<file path="config.mk">
export PLATFORM = sky130hd
export DESIGN_NAME = sa_wb_cache
export DESIGN_NICKNAME = d
export VERILOG_FILES = /design/src/rtl/cache_pkg.sv /design/src/rtl/cache_way_search.sv /design/src/rtl/cache_victim_rr.sv /design/src/rtl/cache_data_ram.sv /design/src/rtl/sa_wb_cache.sv
export SDC_FILE = /design/constraint.sdc
export NUM_CORES = 2
export LEC_CHECK = 0
export BUFFER_PORTS_ARGS = -buffer_cell sky130_fd_sc_hd__buf_4
export CAP_MARGIN = 20
export CORE_ASPECT_RATIO = 1.4
export CORE_MARGIN = 3
export CORE_UTILIZATION = 56
export CTS_BUF_LIST = sky130_fd_sc_hd__clkbuf_16
export DETAILED_ROUTE_END_ITERATION = 10
export HOLD_SLACK_MARGIN = 0.08
export PLACE_DENSITY_LB_ADDON = 0.08
export SLEW_MARGIN = 30
export SYNTH_ARGS = -nofsm -noshare
export SYNTH_HDL_FRONTEND = slang
export SYNTH_SLANG_ARGS = --single-unit
</file>
<file path="constraint.sdc">
create_clock -name clk -period 5.53 [get_ports clk]
set_clock_uncertainty 0.2 [all_clocks]
set_input_delay 0.8295 -clock clk [delete_from_list [all_inputs] [get_ports clk]]
set_output_delay 0.8295 -clock clk [all_outputs]
set_load 0.02 [all_outputs]
</file>
<file path="src/rtl/cache_pkg.sv">
`timescale 1ns/1ps
package cache_pkg;
  typedef enum logic [3:0] {
    S_IDLE, S_TAG, S_WB_RD, S_WB_WR, S_FILL,
    S_ACCESS, S_WT, S_RESP, S_FL_CHK, S_FL_NXT
  } cache_state_e;
endpackage

</file>
<file path="src/rtl/cache_way_search.sv">
`timescale 1ns/1ps
module cache_way_search #(
  parameter int WAYS  = 2,
  parameter int TAG_W = 24,
  parameter int WAY_W = 1
) (
  input  logic [WAYS-1:0]            valid,
  input  logic [WAYS-1:0][TAG_W-1:0] tags,
  input  logic [TAG_W-1:0]           tag,
  output logic                       found,
  output logic [WAY_W-1:0]           way,
  output logic                       hit
);
  // Scan downward so the lowest qualifying way is the last one assigned.
  always_comb begin
    found = 1'b0;
    way   = '0;
    hit   = 1'b0;
    for (int i = WAYS - 1; i >= 0; i--) begin
      if (!valid[i] || tags[i] == tag) begin
        found = 1'b1;
        way   = WAY_W'(i);
        hit   = valid[i];
      end
    end
  end
endmodule

</file>
<file path="src/rtl/cache_victim_rr.sv">
`timescale 1ns/1ps
module cache_victim_rr #(
  parameter int WAYS  = 2,
  parameter int SETS  = 4,
  parameter int WAY_W = 1,
  parameter int ROW_W = 2
) (
  input  logic             clk,
  input  logic             rst,
  input  logic [ROW_W-1:0] row,
  input  logic             advance,
  output logic [WAY_W-1:0] victim
);
  logic [SETS-1:0][WAY_W-1:0] ptr_q;

  always_ff @(posedge clk) begin
    if (rst) begin
      ptr_q <= '0;
    end else if (advance) begin
      ptr_q[row] <= (ptr_q[row] == WAY_W'(WAYS - 1)) ? '0 : ptr_q[row] + 1'b1;
    end
  end

  assign victim = ptr_q[row];
endmodule

</file>
<file path="src/rtl/cache_data_ram.sv">
`timescale 1ns/1ps
module cache_data_ram #(
  parameter int DEPTH  = 32,
  parameter int DATA_W = 32,
  parameter int IDX_W  = 5
) (
  input  logic              clk,
  input  logic              we,
  input  logic [IDX_W-1:0]  waddr,
  input  logic [DATA_W-1:0] wdata,
  input  logic [IDX_W-1:0]  raddr,
  output logic [DATA_W-1:0] rdata
);
  logic [DATA_W-1:0] mem [DEPTH];

  always_ff @(posedge clk) begin
    if (we) mem[waddr] <= wdata;
    rdata <= mem[raddr];
  end
endmodule

</file>
<file path="src/rtl/sa_wb_cache.sv">
`timescale 1ns/1ps
module sa_wb_cache
  import cache_pkg::*;
#(
  parameter int ADDR_W = 32,
  parameter int DATA_W = 32,
  parameter int WAYS   = 2,
  parameter int SETS   = 4,
  parameter int WORDS  = 4
) (
  input  logic              clk,
  input  logic              rst,
  input  logic              wb_policy,
  input  logic              req_valid,
  output logic              req_ready,
  input  logic              req_write,
  input  logic [ADDR_W-1:0] req_addr,
  input  logic [DATA_W-1:0] req_wdata,
  output logic              rsp_valid,
  output logic [DATA_W-1:0] rsp_rdata,
  input  logic              flush_req,
  input  logic              inval_req,
  output logic              busy,
  output logic              mem_valid,
  output logic              mem_write,
  output logic [ADDR_W-1:0] mem_addr,
  output logic [DATA_W-1:0] mem_wdata,
  input  logic              mem_ready,
  input  logic [DATA_W-1:0] mem_rdata,
  output logic [31:0]       hit_count,
  output logic [31:0]       miss_count
);
  localparam int WAY_W = $clog2(WAYS);
  localparam int ROW_W = $clog2(SETS);
  localparam int COL_W = $clog2(WORDS);
  localparam int TAG_W = ADDR_W - 2 - ROW_W - COL_W;
  localparam int IDX_W = WAY_W + ROW_W + COL_W;
  localparam int FL_W  = WAY_W + ROW_W;
  localparam int DEPTH = WAYS * SETS * WORDS;

  cache_state_e state;
  logic              r_write, r_flush;
  logic [DATA_W-1:0] r_wdata;
  logic [TAG_W-1:0]  r_tag, v_tag;
  logic [ROW_W-1:0]  r_row, v_row;
  logic [COL_W-1:0]  r_col, beat;
  logic [WAY_W-1:0]  v_way;
  logic [FL_W-1:0]   fl_idx;
  logic [31:0]       hit_q, miss_q;

  logic [SETS-1:0][WAYS-1:0]            valid_q, dirty_q;
  logic [SETS-1:0][WAYS-1:0][TAG_W-1:0] tag_q;

  logic             s_found, s_hit;
  logic [WAY_W-1:0] s_way, vic_way, way_sel, fl_way;
  logic [ROW_W-1:0] fl_row;
  logic             last_beat;

  assign fl_way    = fl_idx[FL_W-1 -: WAY_W];
  assign fl_row    = fl_idx[ROW_W-1:0];
  assign way_sel   = s_found ? s_way : vic_way;
  assign last_beat = (beat == COL_W'(WORDS - 1));

  cache_way_search #(.WAYS(WAYS), .TAG_W(TAG_W), .WAY_W(WAY_W)) u_search (
    .valid(valid_q[r_row]), .tags(tag_q[r_row]), .tag(r_tag),
    .found(s_found), .way(s_way), .hit(s_hit)
  );

  cache_victim_rr #(.WAYS(WAYS), .SETS(SETS), .WAY_W(WAY_W), .ROW_W(ROW_W)) u_victim (
    .clk(clk), .rst(rst), .row(r_row),
    .advance(state == S_TAG && !s_found), .victim(vic_way)
  );

  logic              ram_we;
  logic [IDX_W-1:0]  ram_waddr, ram_raddr;
  logic [DATA_W-1:0] ram_wdata, ram_q;

  assign ram_we    = (state == S_FILL && mem_ready) || (state == S_ACCESS && r_write);
  assign ram_waddr = (state == S_FILL) ? {v_way, v_row, beat} : {v_way, v_row, r_col};
  assign ram_wdata = (state == S_FILL) ? mem_rdata : r_wdata;
  assign ram_raddr = (state == S_WB_RD || state == S_WB_WR) ? {v_way, v_row, beat}
                                                             : {v_way, v_row, r_col};

  cache_data_ram #(.DEPTH(DEPTH), .DATA_W(DATA_W), .IDX_W(IDX_W)) u_ram (
    .clk(clk), .we(ram_we), .waddr(ram_waddr), .wdata(ram_wdata),
    .raddr(ram_raddr), .rdata(ram_q)
  );

  always_ff @(posedge clk) begin
    if (rst) begin
      state   <= S_IDLE;
      valid_q <= '0;
      dirty_q <= '0;
      tag_q   <= '0;
      hit_q   <= '0;
      miss_q  <= '0;
      r_flush <= 1'b0;
      r_write <= 1'b0;
      r_wdata <= '0;
      r_tag   <= '0;
      r_row   <= '0;
      r_col   <= '0;
      v_tag   <= '0;
      v_row   <= '0;
      v_way   <= '0;
      beat    <= '0;
      fl_idx  <= '0;
    end else begin
      case (state)
        S_IDLE: begin
          if (inval_req) begin
            valid_q <= '0;
            dirty_q <= '0;
            hit_q   <= '0;
            miss_q  <= '0;
          end else if (flush_req) begin
            fl_idx  <= '0;
            r_flush <= 1'b1;
            state   <= S_FL_CHK;
          end else if (req_valid) begin
            r_write <= req_write;
            r_wdata <= req_wdata;
            r_col   <= req_addr[2 +: COL_W];
            r_row   <= req_addr[2 + COL_W +: ROW_W];
            r_tag   <= req_addr[ADDR_W-1 -: TAG_W];
            r_flush <= 1'b0;
            state   <= S_TAG;
          end
        end
        S_TAG: begin
          v_way <= way_sel;
          v_row <= r_row;
          v_tag <= tag_q[r_row][way_sel];
          beat  <= '0;
          if (s_hit) begin
            hit_q <= hit_q + 32'd1;
            state <= S_ACCESS;
          end else begin
            miss_q <= miss_q + 32'd1;
            if (!s_found && dirty_q[r_row][vic_way] && wb_policy) begin
              state <= S_WB_RD;
            end else begin
              valid_q[r_row][way_sel] <= 1'b0;
              dirty_q[r_row][way_sel] <= 1'b0;
              state <= S_FILL;
            end
          end
        end
        S_WB_RD: state <= S_WB_WR;
        S_WB_WR: begin
          if (mem_ready) begin
            if (last_beat) begin
              beat <= '0;
              if (r_flush) begin
                state <= S_FL_NXT;
              end else begin
                valid_q[v_row][v_way] <= 1'b0;
                dirty_q[v_row][v_way] <= 1'b0;
                state <= S_FILL;
              end
            end else begin
              beat  <= beat + 1'b1;
              state <= S_WB_RD;
            end
          end
        end
        S_FILL: begin
          if (mem_ready) begin
            if (last_beat) begin
              valid_q[v_row][v_way] <= 1'b1;
              dirty_q[v_row][v_way] <= 1'b0;
              tag_q[v_row][v_way]   <= r_tag;
              beat  <= '0;
              state <= S_ACCESS;
            end else begin
              beat <= beat + 1'b1;
            end
          end
        end
        S_ACCESS: begin
          if (r_write) begin
            dirty_q[v_row][v_way] <= wb_policy;
            state <= wb_policy ? S_RESP : S_WT;
          end else begin
            state <= S_RESP;
          end
        end
        S_WT:   if (mem_ready) state <= S_RESP;
        S_RESP: state <= S_IDLE;
        S_FL_CHK: begin
          v_way <= fl_way;
          v_row <= fl_row;
          v_tag <= tag_q[fl_row][fl_way];
          beat  <= '0;
          if (valid_q[fl_row][fl_way] && dirty_q[fl_row][fl_way] && wb_policy)
            state <= S_WB_RD;
          else
            state <= S_FL_NXT;
        end
        S_FL_NXT: begin
          valid_q[fl_row][fl_way] <= 1'b0;
          dirty_q[fl_row][fl_way] <= 1'b0;
          if (fl_idx == {FL_W{1'b1}}) begin
            r_flush <= 1'b0;
            state   <= S_IDLE;
          end else begin
            fl_idx <= fl_idx + 1'b1;
            state  <= S_FL_CHK;
          end
        end
        default: state <= S_IDLE;
      endcase
    end
  end

  assign busy       = (state != S_IDLE);
  assign req_ready  = (state == S_IDLE) && !inval_req && !flush_req;
  assign rsp_valid  = (state == S_RESP);
  assign rsp_rdata  = r_write ? r_wdata : ram_q;
  assign mem_valid  = (state == S_WB_WR) || (state == S_FILL) || (state == S_WT);
  assign mem_write  = (state == S_WB_WR) || (state == S_WT);
  assign mem_wdata  = (state == S_WB_WR) ? ram_q : r_wdata;
  assign hit_count  = hit_q;
  assign miss_count = miss_q;

  always_comb begin
    case (state)
      S_WB_WR: mem_addr = {v_tag, v_row, beat, 2'b00};
      S_FILL:  mem_addr = {r_tag, v_row, beat, 2'b00};
      default: mem_addr = {r_tag, r_row, r_col, 2'b00};
    endcase
  end

  AST_MEM_HOLD: assert property (@(posedge clk) disable iff (rst)
    (mem_valid && !mem_ready) |=> (mem_valid && $stable(mem_addr) && $stable(mem_write) && $stable(mem_wdata)));
  AST_RSP_PULSE: assert property (@(posedge clk) disable iff (rst)
    rsp_valid |=> !rsp_valid);
  AST_VICTIM_ONLY_FULL: assert property (@(posedge clk) disable iff (rst)
    (state == S_TAG && !s_found) |-> (&valid_q[r_row]));
  AST_WB_NEEDS_POLICY: assert property (@(posedge clk) disable iff (rst)
    (state == S_WB_WR) |-> wb_policy);
  AST_WT_CLEAN: assert property (@(posedge clk) disable iff (rst)
    (state == S_ACCESS && r_write && !wb_policy) |=> !dirty_q[v_row][v_way]);
  AST_INVAL_CLEARS: assert property (@(posedge clk) disable iff (rst)
    (state == S_IDLE && inval_req) |=> (valid_q == '0 && hit_q == 32'd0 && miss_q == 32'd0));
  AST_COUNT_ONLY_AT_LOOKUP: assert property (@(posedge clk) disable iff (rst)
    (state != S_TAG && !(state == S_IDLE && inval_req)) |=> ($stable(hit_q) && $stable(miss_q)));
endmodule

</file>
# == Yosys cells after proc, flatten, opt, wreduce, memory -nomap -nowiden ==
# Memory sizes are Yosys's and may differ from the RTL's. A register that Yosys moved wholly into a read port is not among the register bits.
# Index checks and enable logic that the tools add are counted.
# classes
reduce_logical,47
add_sub_neg,5
n_lt_le_gt_ge,13
eq_ne,30
muxes,114
n_bitwise,12
# ops
operator,count
52-bit binary-select mux with 2-bit select,2
208-bit bitwise mux,1
32-bit two-way mux,6
32-bit one-hot mux with 2 select lines,3
52-bit two-way mux,3
26-bit two-way mux,5
8-bit two-way mux,16
52-bit demux with 2-bit select,1
"32-bit by 1-bit adder with 32-bit output, second input constant",2
26-bit equality test,2
26-bit one-hot mux with 2 select lines,1
8-bit AND,6
8-bit one-hot mux with 6 select lines,1
4-bit two-way mux,11
8-bit one-hot mux with 5 select lines,1
4-bit one-hot mux with 9 select lines,1
"2-bit != test, second input constant",15
26-bit demux with 1-bit select,1
1-bit two-way mux,26
8-bit inverter,3
2-bit two-way mux,11
2-bit binary-select mux with 2-bit select,4
"4-bit by 3-bit equality test with 1-bit output, second input constant",4
1-bit logical AND,15
other kinds (40),80
# word_totals
inputBits,104
mem_bits_rw,1024
reg_bits,394
n_memories,1
out_inout_bits,165
# memory_table
memory,words,width,read_ports,rd_clocked_by_memory_dff,write_ports,line_no,text
u_ram.mem,32,32,1,1,1,cache_data_ram.sv:14,logic [DATA_W-1:0] mem [DEPTH];

# == Logic depth before layout (Yosys ltp) ==
# depth
depth_word,18
depth_mapped,13

# == Modules after synthesis ==
# A second synthesis with hierarchy kept.
# unflattened
cells_unflattened,4916
area_unflattened_um2,61845.6
# modules_own_cells
module,cells_per_inst,area_per_inst_um2,instances
cache_data_ram,2260,40485.1,1
sa_wb_cache,2559,20537.2,1
cache_way_search,76,604.3,1
cache_victim_rr,21,219.0,1

# == Worst setup path before layout ==
# No wires, ideal clock.
# synth_path
path_kind,reg-to-reg
start,register state[2]
end,"memory u_ram.mem[13][0], enable pin"
setup_time_ps,461
t_required_ps,4869
arrival_ps,3868
n_path_buf,2
stages_incl_launch_ff,7
synth_period_minus_slack_ps,4529
path_slack_ps,1001
path_cell_list,dfxtp_1 -> nor2b_1 -> and2_1 -> clkbuf_1 -> clkbuf_1 -> a31oi_1 -> nor3_1
# synth_via
elab_chain_len,5
word_cells_on_any_way,8
cone_classes,eq/ne: 2; mux: 3; reduce/logical: 3
# synth_rtl
element,line_no,text
"start, declared",sa_wb_cache.sv:41,cache_state_e state;
"start signal, assigned",sa_wb_cache.sv:183,state <= wb_policy ? S_RESP : S_WT;
"4-bit by 3-bit equality test with 1-bit output, on equally long branches","sa_wb_cache.sv:78, sa_wb_cache.sv:79",
1-bit logical AND,sa_wb_cache.sv:78,assign ram_we = (state == S_FILL && mem_ready) || (state == S_ACCESS && r_write);
1-bit logical OR,sa_wb_cache.sv:78,
1-bit two-way mux,cache_data_ram.sv:17,if (we) mem[waddr] <= wdata;
1-bit two-way mux (not written as such),cache_data_ram.sv:17,
"end, declared",cache_data_ram.sv:14,
# Parallel ways exist; a longest one is shown, timed or not.

# == Worst setup path in the final report ==
# layout_path
start,register state[2]
end,output mem_addr[4]
# layout_via
elab_chain_len,2
word_cells_on_any_way,3
cone_classes,eq/ne: 2; mux: 1
# layout_rtl
element,line_no,text
4-bit by 3-bit equality test with 1-bit output / 4-bit by 2-bit equality test with 1-bit output (equally long branches),sa_wb_cache.sv:227,case (state)
32-bit one-hot mux with 2 select lines (*),sa_wb_cache.sv:227,
"end, declared",sa_wb_cache.sv:26,"output logic [ADDR_W-1:0] mem_addr,"
# Mark *: on every way between the ends. The rest lies on a longest branch, timed or not.

==> flow_summary.ini <==
[synth]
yosys_warnings = 0
synth_edf_count = 1024
ys_types = 73
synth-async-reset-ratio_pct = 0
synth_area_mm2 = 0.0618
ys_ff_latch = 1450
syn_avg_cell_area_um2 = 11.5
synth.most_common_cell = nand2_1
synth_seq_area_share_pct = 63.6
synth_common_cells = nand2_1 (1673), edfxtp_1 (1024), dfxtp_1 (426)
synth_flop_cell = edfxtp_1
synth.area.top_cells = edfxtp_1 (50%), dfxtp_1 (14%), nand2_1 (10%), mux4_2 (7.0%), a21oi_1 (2.8%)
synth_top_area_share_pct = 49.8
yosys.area.top_type = edfxtp_1
synthCells = 5352

[timing]
finalHoldViolCount = 0
finalSetupViolCount = 0
finalSetupTns_ns = 0
layout_setup_ws_ns = 0.391
final_max_slew_viol_count = 0
tightestPinTransition_ns = 1.02
max_freq_mhz = 195
final.min_clock_period_ns = 5.14
fin_crit_sh_pct = 92.9
rsz0062_at_grt = no
max-slew-margin-rel_pct = 31.8

[place]
hpwl_mm = 103
gp_congestion = 0.903
placed_area_mm2 = 0.0657
place_ws_ns = 0.827
portBuffers = 264

[finish]
syn_to_final_growth_pct = 14.1
stdcell_area_mm2 = 0.0705
seqCellArea_mm2 = 0.0393
multi_input_area_mm2 = 0.0212
layout.nets = 5625
fill_cells = 8363
drive_gt1_share_pct = 16.8

[clock_network]
cts_made_buffers = 139
clockBufferDepth = 3
clkTransAtPathRegs_ns = 0.07
cts_setup_buffers = 0
cts_tree = built
cts.sinks = 1450
cts.htree.levels = 4
clkLatencyLatePin_ns = 0.77
cts-root-buf = clkbuf_16

[floorplan]
initial_utilization_pct = 56.7
ios = 269
die_area_mm2 = 0.114
core.rowCount = 143
chipHeight_um = 399
core_mm2 = 0.109
die_x_um = 287

[flow_run]
max_cap_violations = 0

[hold_path]
hold_path_end = r_wdata[1]
hold_depth = 3
hold_path_class = in -> reg
min_from = req_wdata[1]

[global_routing]
grt-ovfl-total = 0
first_global_vias = 42200
grt_max_degree = 225
grt_usage_pct = 32.3
grt_pass1_wl_mm = 272
antenna_found_initial = 2

[critical_path]
worst-path-max-fanout = 29
cpMostUsedCell = buf_4
worstSetupEndpointType = output pin
reg2regPathDepth = 11
reg2reg_setup_slack_ns = 0.83
r2r_start = r_row[1]
crit_path_max_incr_delay_ns = 0.80
critPathSlowestCell = and2_2
start_kind = flip-flop
path_class = reg -> out
crit_required_ns = 4.50
worstPathCellList = nor2b_1, and2_2, buf_4, nor2_1, buf_4, mux2_2, buf_4
arrival_ns = 4.11
r2r-end = hit_count[22]

[routing]
drt_wl_total_mm = 187
detail-route-antenna-nets = 0
wl_per_cell_um = 26.4
avgViaCountPerCell = 6.23
drc_errors = 0
drtIter0Drc = 4706
num_vias = 44100
dr.pass1.iters = 6

[power]
total_leakage_power_uw = 0.0248
ir_drop_uv = 311
powerDensity_mw_per_mm2 = 354

[run_status]
run_status = finished clean
metal layers:
metal | track usage [%] | routed length, um | vias up
li1 | - | - | 19700
met1 | 41.5 | 70700 | 21800
met2 | 54.2 | 91300 | 2119
met3 | 5.23 | 15900 | 497
met4 | 14.8 | 9000 | 0
met5 | 0 | 0 | -
worst max-delay path, delay by kind of cell (launching register included):
family,cells,cell delay [ns]
AND/OR/NAND/NOR,3,1.42
buffers and inverters,3,0.91
flip-flops,1,0.68
multiplexers,1,0.29
placed cells by master (no fill, tap or decap), types with 12 or more instances in the layout:
cell type / netlist / final
buf_12: 0 / 26
edfxtp_1: 1024 / 1024
a22oi_1: 31 / 31
a21oi_1: 351 / 351
a211o_1: 29 / 29
bufinv_16: 0 / 12
mux2i_1: 67 / 65
nor3_1: 49 / 15
a31o_2: 12 / 12
a31oi_1: 94 / 90
xnor2_1: 37 / 37
clkinv_1: 1 / 35
nand4_1: 29 / 29
mux2_2: 40 / 38
and3_1: 118 / 118
nand2_1: 1673 / 1649
or3_1: 34 / 33
clkbuf_16: 0 / 141
o21ai_0: 89 / 89
buf_4: 6 / 367
dlygate4sd3_1: 0 / 16
xor2_1: 28 / 28
nor3_2: 0 / 34
mux4_2: 193 / 193
dfxtp_1: 426 / 418
inv_1: 41 / 69
a311oi_1: 98 / 98
nor2_1: 108 / 98
nand2_2: 0 / 23
clkinv_2: 0 / 19
nand3_1: 228 / 227
state kept, by name, summed over array words and instances (netlist names), 3 cells and up:
register,count
r_tag,26
valid_q,8
r_wdata,32
hit_count,32
state,4
u_ram.mem,1024
miss_count,32
u_victim.ptr_q,4
fl_idx,3
u_ram.rdata,32
tag_q,208
dirty_q,8
v_tag,26
through the flow:
step / total power (uW) / util (%) / std cells / hold WS, ns
finish: 25000 / 64.7 / 7079 / 0.123
global route: 25700 / 64.7 / 7078 / 0.0957
detailed placement: 15700 / 60.3 / 6803 / 0.257
floorplan: 14300 / - / 5353 / 0.243
CTS: 25000 / 64.6 / 7076 / 0.0801
global placement: 15700 / 60.3 / 6803 / 0.249
report_power, final:
part	internal, uW	switching [uW]
logic	1090	2110
clock network	5230	4170
registers	12000	333
worst max path at each step:
stage / slack, ns / to / startpoint / cells after the start
after floorplan: 1.00 / u_ram.mem[13][0] / state[2] / 6
after global placement: 0.78 / valid_q[1] / r_row[1] / 11
after detailed placement: 0.83 / hit_count[22] / r_row[1] / 11
after CTS: 0.43 / mem_addr[4] / state[2] / 7
after global routing: 0.32 / mem_addr[4] / state[2] / 7
final: 0.39 / mem_addr[4] / state[2] / 7
what timing repair did:
action                     in CTS  in global routing
hold buffers                   16                  0
gates resized for setup         0                  0
setup endpoints to repair       0                  0
hold endpoints to repair       16                  0
layout make-up:
type,instances,area share [%]
sequential,1450,55.8
multi-input combinational,3466,30.1
clock buffer,141,5.01
timing repair buffer,412,4.98
tap,1450,2.58
clock inverter,116,1.33
inverter,43,0.229
antenna,1,0.00355
cell families after synthesis:
family	Yosys count	share of synthesized area [%]
adder cells (fa/ha/maj)	9	0.182
other	1	0.00607
AND/OR/NAND/NOR	2303	15.7
XOR/XNOR	65	0.922
AO/OA/AOI/OAI	787	8.02
flip-flops	1450	63.6
multiplexers	300	8.85
buffers and inverters	437	2.74
(Power assumes the default switching activity.)
